$ cat src/rtl/wdg_pkg.sv
package wdg_pkg;
   localparam logic [15:0] CMD_HALT = 16'h3877;
   localparam logic [15:0] CMD_RUN  = 16'h4A4B;
   localparam logic [15:0] CMD_ACK  = 16'h7482;
   localparam logic [15:0] CMD_OPEN = 16'hAB00;
   localparam logic [15:0] CMD_SEAL = 16'hAB01;
   localparam logic [15:0] CMD_FILL = 16'hDEAF;

   typedef struct packed {
      logic halt;
      logic run;
      logic ack;
      logic open;
      logic seal;
      logic fill;
   } wdg_cmd_t;
endpackage

$ cat src/rtl/wdg_cmd_decode.sv
module wdg_cmd_decode
   import wdg_pkg::*;
#(
   parameter int DATA_W = 32
) (
   input  logic              clk,
   input  logic              rst_n,
   input  logic              ctrl_we,
   input  logic              cnt_we,
   input  logic [DATA_W-1:0] wdata,
   output wdg_cmd_t          cmd_o,
   output logic              run_o,
   output logic              open_o,
   output logic              load_o
);
   logic run_q, open_q;

   function automatic logic hit(input logic [DATA_W-1:0] d, input logic [15:0] code);
      return d == DATA_W'(code);
   endfunction

   always_comb begin
      cmd_o.halt = ctrl_we && hit(wdata, CMD_HALT);
      cmd_o.run  = ctrl_we && hit(wdata, CMD_RUN);
      cmd_o.ack  = ctrl_we && hit(wdata, CMD_ACK);
      cmd_o.open = ctrl_we && hit(wdata, CMD_OPEN);
      cmd_o.seal = ctrl_we && hit(wdata, CMD_SEAL);
      cmd_o.fill = ctrl_we && hit(wdata, CMD_FILL);
   end

   always_ff @(posedge clk) begin
      if (!rst_n) begin
         run_q  <= 1'b0;
         open_q <= 1'b0;
      end else begin
         if (cmd_o.halt)      run_q <= 1'b0;
         else if (cmd_o.run)  run_q <= 1'b1;
         if (cmd_o.open)      open_q <= 1'b1;
         else if (cmd_o.seal) open_q <= 1'b0;
      end
   end

   assign run_o  = run_q;
   assign open_o = open_q;
   assign load_o = cnt_we && open_q;

   AST_ONE_CMD: assert property (@(posedge clk) disable iff (!rst_n)
      $onehot0(cmd_o)) else $error("decode hit two commands");
endmodule

$ cat src/rtl/wdg_downcount.sv
module wdg_downcount #(
   parameter int CNT_W  = 20,
   parameter int VIEW_W = 16
) (
   input  logic              clk,
   input  logic              rst_n,
   input  logic              tick_i,
   input  logic              run_i,
   input  logic              load_i,
   input  logic [VIEW_W-1:0] load_val_i,
   input  logic              fill_i,
   input  logic              reload_i,
   output logic [CNT_W-1:0]  cnt_o,
   output logic              expire_o
);
   localparam int SHIFT = CNT_W - VIEW_W;
   logic [CNT_W-1:0] cnt_q;

   assign expire_o = run_i && tick_i && (cnt_q <= CNT_W'(1));

   always_ff @(posedge clk) begin
      if (!rst_n)                             cnt_q <= '1;
      else if (reload_i)                      cnt_q <= '1;
      else if (load_i)                        cnt_q <= {load_val_i, {SHIFT{1'b0}}};
      else if (fill_i)                        cnt_q <= '1;
      else if (run_i && tick_i && cnt_q != '0) cnt_q <= cnt_q - CNT_W'(1);
   end

   assign cnt_o = cnt_q;

   AST_ONE_STEP: assert property (@(posedge clk) disable iff (!rst_n)
      (!load_i && !fill_i && !reload_i) |=> (cnt_q == $past(cnt_q) || cnt_q == $past(cnt_q) - CNT_W'(1)))
      else $error("counter jumped");
endmodule

$ cat src/rtl/wdg_expiry.sv
module wdg_expiry #(
   parameter int GRACE_TICKS  = 16,
   parameter int PULSE_CYCLES = 32
) (
   input  logic clk,
   input  logic rst_n,
   input  logic tick_i,
   input  logic expire_i,
   input  logic ack_i,
   output logic irq_o,
   output logic pulse_o,
   output logic pulse_end_o
);
   localparam int GW = $clog2(GRACE_TICKS) + 1;
   localparam int PW = $clog2(PULSE_CYCLES) + 1;

   logic          irq_q, act_q;
   logic [GW-1:0] gcnt_q;
   logic [PW-1:0] pcnt_q;
   logic          grace_done;

   assign grace_done  = irq_q && tick_i && !act_q && gcnt_q == GW'(GRACE_TICKS - 1);
   assign pulse_end_o = act_q && pcnt_q == PW'(PULSE_CYCLES - 1);

   always_ff @(posedge clk) begin
      if (!rst_n) begin
         irq_q  <= 1'b0;
         gcnt_q <= '0;
         act_q  <= 1'b0;
         pcnt_q <= '0;
      end else begin
         if (pulse_end_o || ack_i) irq_q <= 1'b0;
         else if (expire_i)        irq_q <= 1'b1;

         if (!irq_q || act_q) gcnt_q <= '0;
         else if (tick_i)     gcnt_q <= grace_done ? '0 : gcnt_q + GW'(1);

         if (grace_done) begin
            act_q  <= 1'b1;
            pcnt_q <= '0;
         end else if (pulse_end_o) begin
            act_q  <= 1'b0;
         end else if (act_q) begin
            pcnt_q <= pcnt_q + PW'(1);
         end
      end
   end

   assign irq_o   = irq_q;
   assign pulse_o = act_q;

   AST_IRQ_STICKY: assert property (@(posedge clk) disable iff (!rst_n)
      (irq_q && !ack_i && !pulse_end_o) |=> irq_q) else $error("irq dropped");
   AST_PULSE_FROM_IRQ: assert property (@(posedge clk) disable iff (!rst_n)
      $rose(act_q) |-> $past(irq_q)) else $error("reset without irq");
endmodule

$ cat src/rtl/keyed_watchdog.sv
module keyed_watchdog
   import wdg_pkg::*;
#(
   parameter int CNT_W        = 20,
   parameter int VIEW_W       = 16,
   parameter int DATA_W       = 32,
   parameter int ADDR_W       = 8,
   parameter int GRACE_TICKS  = 16,
   parameter int PULSE_CYCLES = 32,
   parameter bit READ_REG     = 1'b0
) (
   input  logic              clk,
   input  logic              rst_n,
   input  logic              tick_en,
   input  logic              bus_valid,
   input  logic              bus_write,
   input  logic [ADDR_W-1:0] bus_addr,
   input  logic [DATA_W-1:0] bus_wdata,
   output logic [DATA_W-1:0] bus_rdata,
   output logic              wdt_irq,
   output logic              sys_rst_req
);
   localparam int              SHIFT    = CNT_W - VIEW_W;
   localparam logic [ADDR_W-1:0] CTRL_OFF = ADDR_W'(0);
   localparam logic [ADDR_W-1:0] CNT_OFF  = ADDR_W'(4);

   initial begin
      AST_CFG_WIDTH: assert (CNT_W > VIEW_W && DATA_W >= VIEW_W && DATA_W >= 16)
         else $error("bad width parameters");
      AST_CFG_TIMES: assert (GRACE_TICKS >= 1 && PULSE_CYCLES >= 2)
         else $error("bad timing parameters");
   end

   logic             ctrl_we, cnt_we, running, unlocked, load_en, expire, pulse_end;
   wdg_cmd_t         cmd;
   logic [CNT_W-1:0] cnt;
   logic [DATA_W-1:0] rd_word;

   assign ctrl_we = bus_valid && bus_write && bus_addr == CTRL_OFF;
   assign cnt_we  = bus_valid && bus_write && bus_addr == CNT_OFF;

   wdg_cmd_decode #(.DATA_W(DATA_W)) u_decode (
      .clk(clk), .rst_n(rst_n), .ctrl_we(ctrl_we), .cnt_we(cnt_we),
      .wdata(bus_wdata), .cmd_o(cmd), .run_o(running), .open_o(unlocked), .load_o(load_en)
   );

   wdg_downcount #(.CNT_W(CNT_W), .VIEW_W(VIEW_W)) u_count (
      .clk(clk), .rst_n(rst_n), .tick_i(tick_en), .run_i(running), .load_i(load_en),
      .load_val_i(bus_wdata[VIEW_W-1:0]), .fill_i(cmd.fill), .reload_i(pulse_end),
      .cnt_o(cnt), .expire_o(expire)
   );

   wdg_expiry #(.GRACE_TICKS(GRACE_TICKS), .PULSE_CYCLES(PULSE_CYCLES)) u_expiry (
      .clk(clk), .rst_n(rst_n), .tick_i(tick_en), .expire_i(expire), .ack_i(cmd.ack),
      .irq_o(wdt_irq), .pulse_o(sys_rst_req), .pulse_end_o(pulse_end)
   );

   assign rd_word = (bus_valid && !bus_write && bus_addr == CNT_OFF)
                    ? DATA_W'(cnt[CNT_W-1:SHIFT]) : '0;

   generate
      if (READ_REG) begin : g_rd_flop
         logic [DATA_W-1:0] rd_q;
         always_ff @(posedge clk) begin
            if (!rst_n) rd_q <= '0;
            else        rd_q <= rd_word;
         end
         assign bus_rdata = rd_q;
      end else begin : g_rd_comb
         assign bus_rdata = rd_word;
      end
   endgenerate

   AST_STOP_HOLD: assert property (@(posedge clk) disable iff (!rst_n)
      (!running && !bus_valid && !pulse_end) |=> $stable(cnt)) else $error("count moved while halted");
   AST_LOCKED_HOLD: assert property (@(posedge clk) disable iff (!rst_n)
      (cnt_we && !unlocked && !running && !pulse_end) |=> $stable(cnt)) else $error("sealed count written");
   AST_ZERO_FLOOR: assert property (@(posedge clk) disable iff (!rst_n)
      (running && cnt == '0 && !bus_valid && !pulse_end) |=> cnt == '0) else $error("count wrapped");
   AST_REFILL_AFTER_PULSE: assert property (@(posedge clk) disable iff (!rst_n)
      pulse_end |=> (cnt == '1 && !wdt_irq && !sys_rst_req)) else $error("no refill after pulse");
endmodule

$ cat config.mk
export PLATFORM = sky130hd
export DESIGN_NAME = keyed_watchdog
export DESIGN_NICKNAME = d
export VERILOG_FILES = /design/src/rtl/wdg_pkg.sv /design/src/rtl/wdg_cmd_decode.sv /design/src/rtl/wdg_downcount.sv /design/src/rtl/wdg_expiry.sv /design/src/rtl/keyed_watchdog.sv
export SDC_FILE = /design/constraint.sdc
export NUM_CORES = 1
export LEC_CHECK = 0
export ABC_AREA = 1
export BUFFER_PORTS_ARGS = -buffer_cell sky130_fd_sc_hd__buf_2
export CORE_MARGIN = 2
export CORE_UTILIZATION = 49
export DETAILED_ROUTE_END_ITERATION = 8
export PLACE_DENSITY = 0.76
export SYNTH_ARGS = -nofsm -noshare
export SYNTH_HDL_FRONTEND = slang
export SYNTH_SLANG_ARGS = --single-unit
$ cat constraint.sdc
create_clock -name clk -period 1.4 [get_ports clk]
set_input_delay 0.21 -clock clk [delete_from_list [all_inputs] [get_ports clk]]
set_output_delay 0.21 -clock clk [all_outputs]
set_load 0.01 [all_outputs]
==> flow_metrics.py <==
metrics = {
    "setup_path": {
        "r2r_end": "u_count.cnt_o[16]$_SDFFE_PP1P_",
        "r2r_start": "u_count.cnt_o[8]$_SDFFE_PP1P_",
        "critPathTopFamily": "simple AND/OR/NAND/NOR gates",
        "crit_path_start": "u_count.cnt_o[8]$_SDFFE_PP1P_",
        "path_max_fanout": 15,
        "slowest_delay_ns": 0.36,
        "critical-path-slowest-cell": "dfxtp_1",
        "worstSetupEndpointType": "register",
        "rr_worst_depth": 9,
        "cpMostUsedCell": "nand3_4",
        "worstPathCellList": "nor2_2, nand2_2, nor2_4, nand3_4, nand2_4, nand3_4, buf_12, nand3_2, nand2_1",
        "cp.arrival_ns": 1.64,
        "rrSetupSlack_ns": -0.06,
        "cp-start-kind": "register",
        "cp.required_ns": 1.59,
        "crit_buf_inv": 1,
        "crit_type": "reg -> reg",
    },
    "sta": {
        "hold_viol_final": 0,
        "fmax_ghz": 0.687,
        "setup-violations-final": 20,
        "fin_skew_ns": 0.00845,
        "timing.final.ws_setup_ns": -0.0564,
        "slew_violations": 0,
        "hold_slack_ns": 0.211,
        "rsz0062_at_grt": "true",
        "period_share_pct": 104,
        "fin_crit_ns": 1.46,
    },
    "clock_network": {
        "root_buffer": "clkbuf_8",
        "cts.sinks": 35,
        "cts_tree": "done",
        "ctsHoldBuffers": 0,
        "cts.reportedPaths.clkPinSlew_ns": 0.08,
        "cts_buffer_depth": 2,
        "ctsHtreeMaxLevel": 2,
        "cts_buffers": 5,
        "clk_latency_ns": 0.30,
    },
    "logic_synthesis": {
        "synth_cell_types": 35,
        "synth_edf_count": 0,
        "yosys-top-cells-area": "dfxtp_1 (22%), nand2_1 (14%), nor2_1 (9.7%)",
        "synth_commonest_cells": "nand2_1 (119), nor2_1 (82), inv_1 (79), nand3_1 (41), dfxtp_1 (35)",
        "synth.avg_cell_area_um2": 6.22,
        "synth_seq_area_share_pct": 22.1,
        "syn_area_mm2": 0.00317,
        "yosysMostFrequentCell": "nand2_1",
        "yosysTopAreaCell": "dfxtp_1",
        "syn-instance-count": 510,
        "ys_seq_elements": 35,
        "ys.warnings.count": 0,
        "synthFlopType": "dfxtp_1",
        "synthArstFlopShare_pct": 0,
        "synth_top_area_share_pct": 22.1,
    },
    "worst_hold_path": {
        "worstHoldStart": "rst_n",
        "hold-path-endpoint": "u_decode.run_o$_SDFFE_PP0P_",
        "min_path_type": "in -> reg",
        "hold_depth": 3,
    },
    "routing": {
        "drc": 0,
        "drt_iter0_markers": 192,
        "viasPerCell": 5.23,
        "drtAntennaViolNets": 0,
        "vias": 3813,
        "wl_mm": 9.31,
        "first_pass_iters": 5,
        "wl_per_cell_um": 12.8,
    },
    "outcome": {
        "violations": "setup timing",
        "status": "complete, but fails checks",
    },
    "cells_and_area": {
        "syn2layout_area_growth_pct": 39.6,
        "finalInstanceArea_mm2": 0.00443,
        "nets": 700,
        "layout.cells.non_filler": 729,
        "antenna_cells": 0,
        "drive_gt1_share_pct": 38.3,
    },
    "die": {
        "die_h_um": 84.5,
        "rows": 29,
        "coreArea_mm2": 0.00631,
        "die_w_um": 84.5,
        "start_util_pct": 50.2,
        "io_pins": 79,
        "fp.dieArea_mm2": 0.00713,
    },
    "placement": {
        "dp.cells": 715,
        "place_area_mm2": 0.00406,
        "portBuffers": 62,
        "dp_hpwl_mm": 7.22,
        "gp_congestion": 0.994,
    },
    "power": {
        "powerDensity_mw_per_mm2": 500,
        "total_leakage_power_nw": 2.41,
        "vdd_ir_drop_max_uv": 618,
    },
    "global_route": {
        "grt_pass1_vias": 3602,
        "grt_pass1_wl_mm": 15.3,
        "antenna_found_initial": 0,
        "grt_use_total_pct": 26.1,
        "overflow": 0,
        "grt_max_degree": 26,
    },
    "flow_run": {
        "maxCapViolations": 0,
    },
}
## through the flow
stage	setup TNS, ns	util, %	setup WS (ns)	power, mW
after floorplan	0	-	0.00518	1.14
after global placement	-2.49	64.3	-0.116	1.27
after detailed placement	-4.27	64.3	-0.177	1.28
after CTS	-0.435	67.5	-0.0363	2.21
after global routing	-2.62	70.1	-0.121	2.30
final	-0.604	70.1	-0.0564	2.21
## tightest hold or removal path, delay by kind of cell
kind                   cells  cell delay [ns]
AND/OR/NAND/NOR            2             0.11
buffers and inverters      1             0.14
## power breakdown
group / internal [mW] / switching [mW]
clock network: 0.531 / 0.413
registers: 0.992 / 0.000000000000633
logic: 0.133 / 0.145
## area by class of cell
cell class | count | area [um2]
inverter | 79 | 299
clock inverter | 3 | 43.8
clock buffer | 5 | 68.8
fill | 533 | 1890
sequential | 35 | 713
multi-input combinational | 381 | 2160
timing repair buffer | 149 | 1050
tap | 77 | 96.3
## flip-flops by register name, indices dropped and copies added (netlist names)
signal and flops:
u_expiry.irq_o 1, u_expiry.gcnt_q 5, u_count.cnt_o 20, u_decode.open_o 1
u_expiry.pulse_o 1, u_expiry.pcnt_q 6, u_decode.run_o 1
## kinds of logic (layout without fill, tap and decap cells)
| group | after synthesis | count (layout) | synth area share, % |
|---|---|---|---|
| AO/OA/AOI/OAI | 16 | 16 | 2.80 |
| XOR/XNOR | 10 | 10 | 2.76 |
| adder cells (fa/ha/maj) | 4 | 4 | 1.58 |
| buffers and inverters | 109 | 236 | 17.2 |
| flip-flops | 35 | 35 | 22.1 |
| other | 1 | 16 | 0.118 |
| AND/OR/NAND/NOR | 335 | 335 | 53.5 |
## cell usage in the layout, fill, tap and decap left out, types with 8 or more instances in the layout
cell type | Yosys | routed
nand2_1 | 119 | 113
buf_4 | 18 | 79
inv_1 | 79 | 76
nor2_1 | 82 | 60
buf_2 | 3 | 59
nand3_1 | 41 | 35
nand4_1 | 33 | 33
nand3_2 | 28 | 32
dfxtp_1 | 35 | 27
nor2_2 | 3 | 21
conb_1 | 1 | 16
xor2_1 | 8 | 8
## per-layer routing
layer  global-route usage, %  routed length (um)  vias to the layer above  share of wire [%]
met5                       0                   0                        -                  0
met4                    9.24                 216                        0                2.3
met1                    31.2                3750                     1741                 40
li1                        -                   -                     1872                  -
met3                    4.92                 690                       26                7.4
met2                    46.5                4650                      174                 50
## worst max-delay path by stage
stage,to,slack (ns),cells after the start
after floorplan,u_count.cnt_o[4]$_SDFFE_PP1P_,0.005,10
after global placement,u_count.cnt_o[14]$_SDFFE_PP1P_,-0.12,9
after detailed placement,u_count.cnt_o[15]$_SDFFE_PP1P_,-0.18,12
after CTS,u_count.cnt_o[16]$_SDFFE_PP1P_,-0.04,10
after global routing,u_count.cnt_o[15]$_SDFFE_PP1P_,-0.12,11
final,u_count.cnt_o[16]$_SDFFE_PP1P_,-0.06,9
## what timing repair did
item	CTS	global route
setup endpoints to repair	38	42
buffers inserted	3	3
pin swaps	6	5
gates resized for setup	23	44
Power figures use the tool's default switching activity.
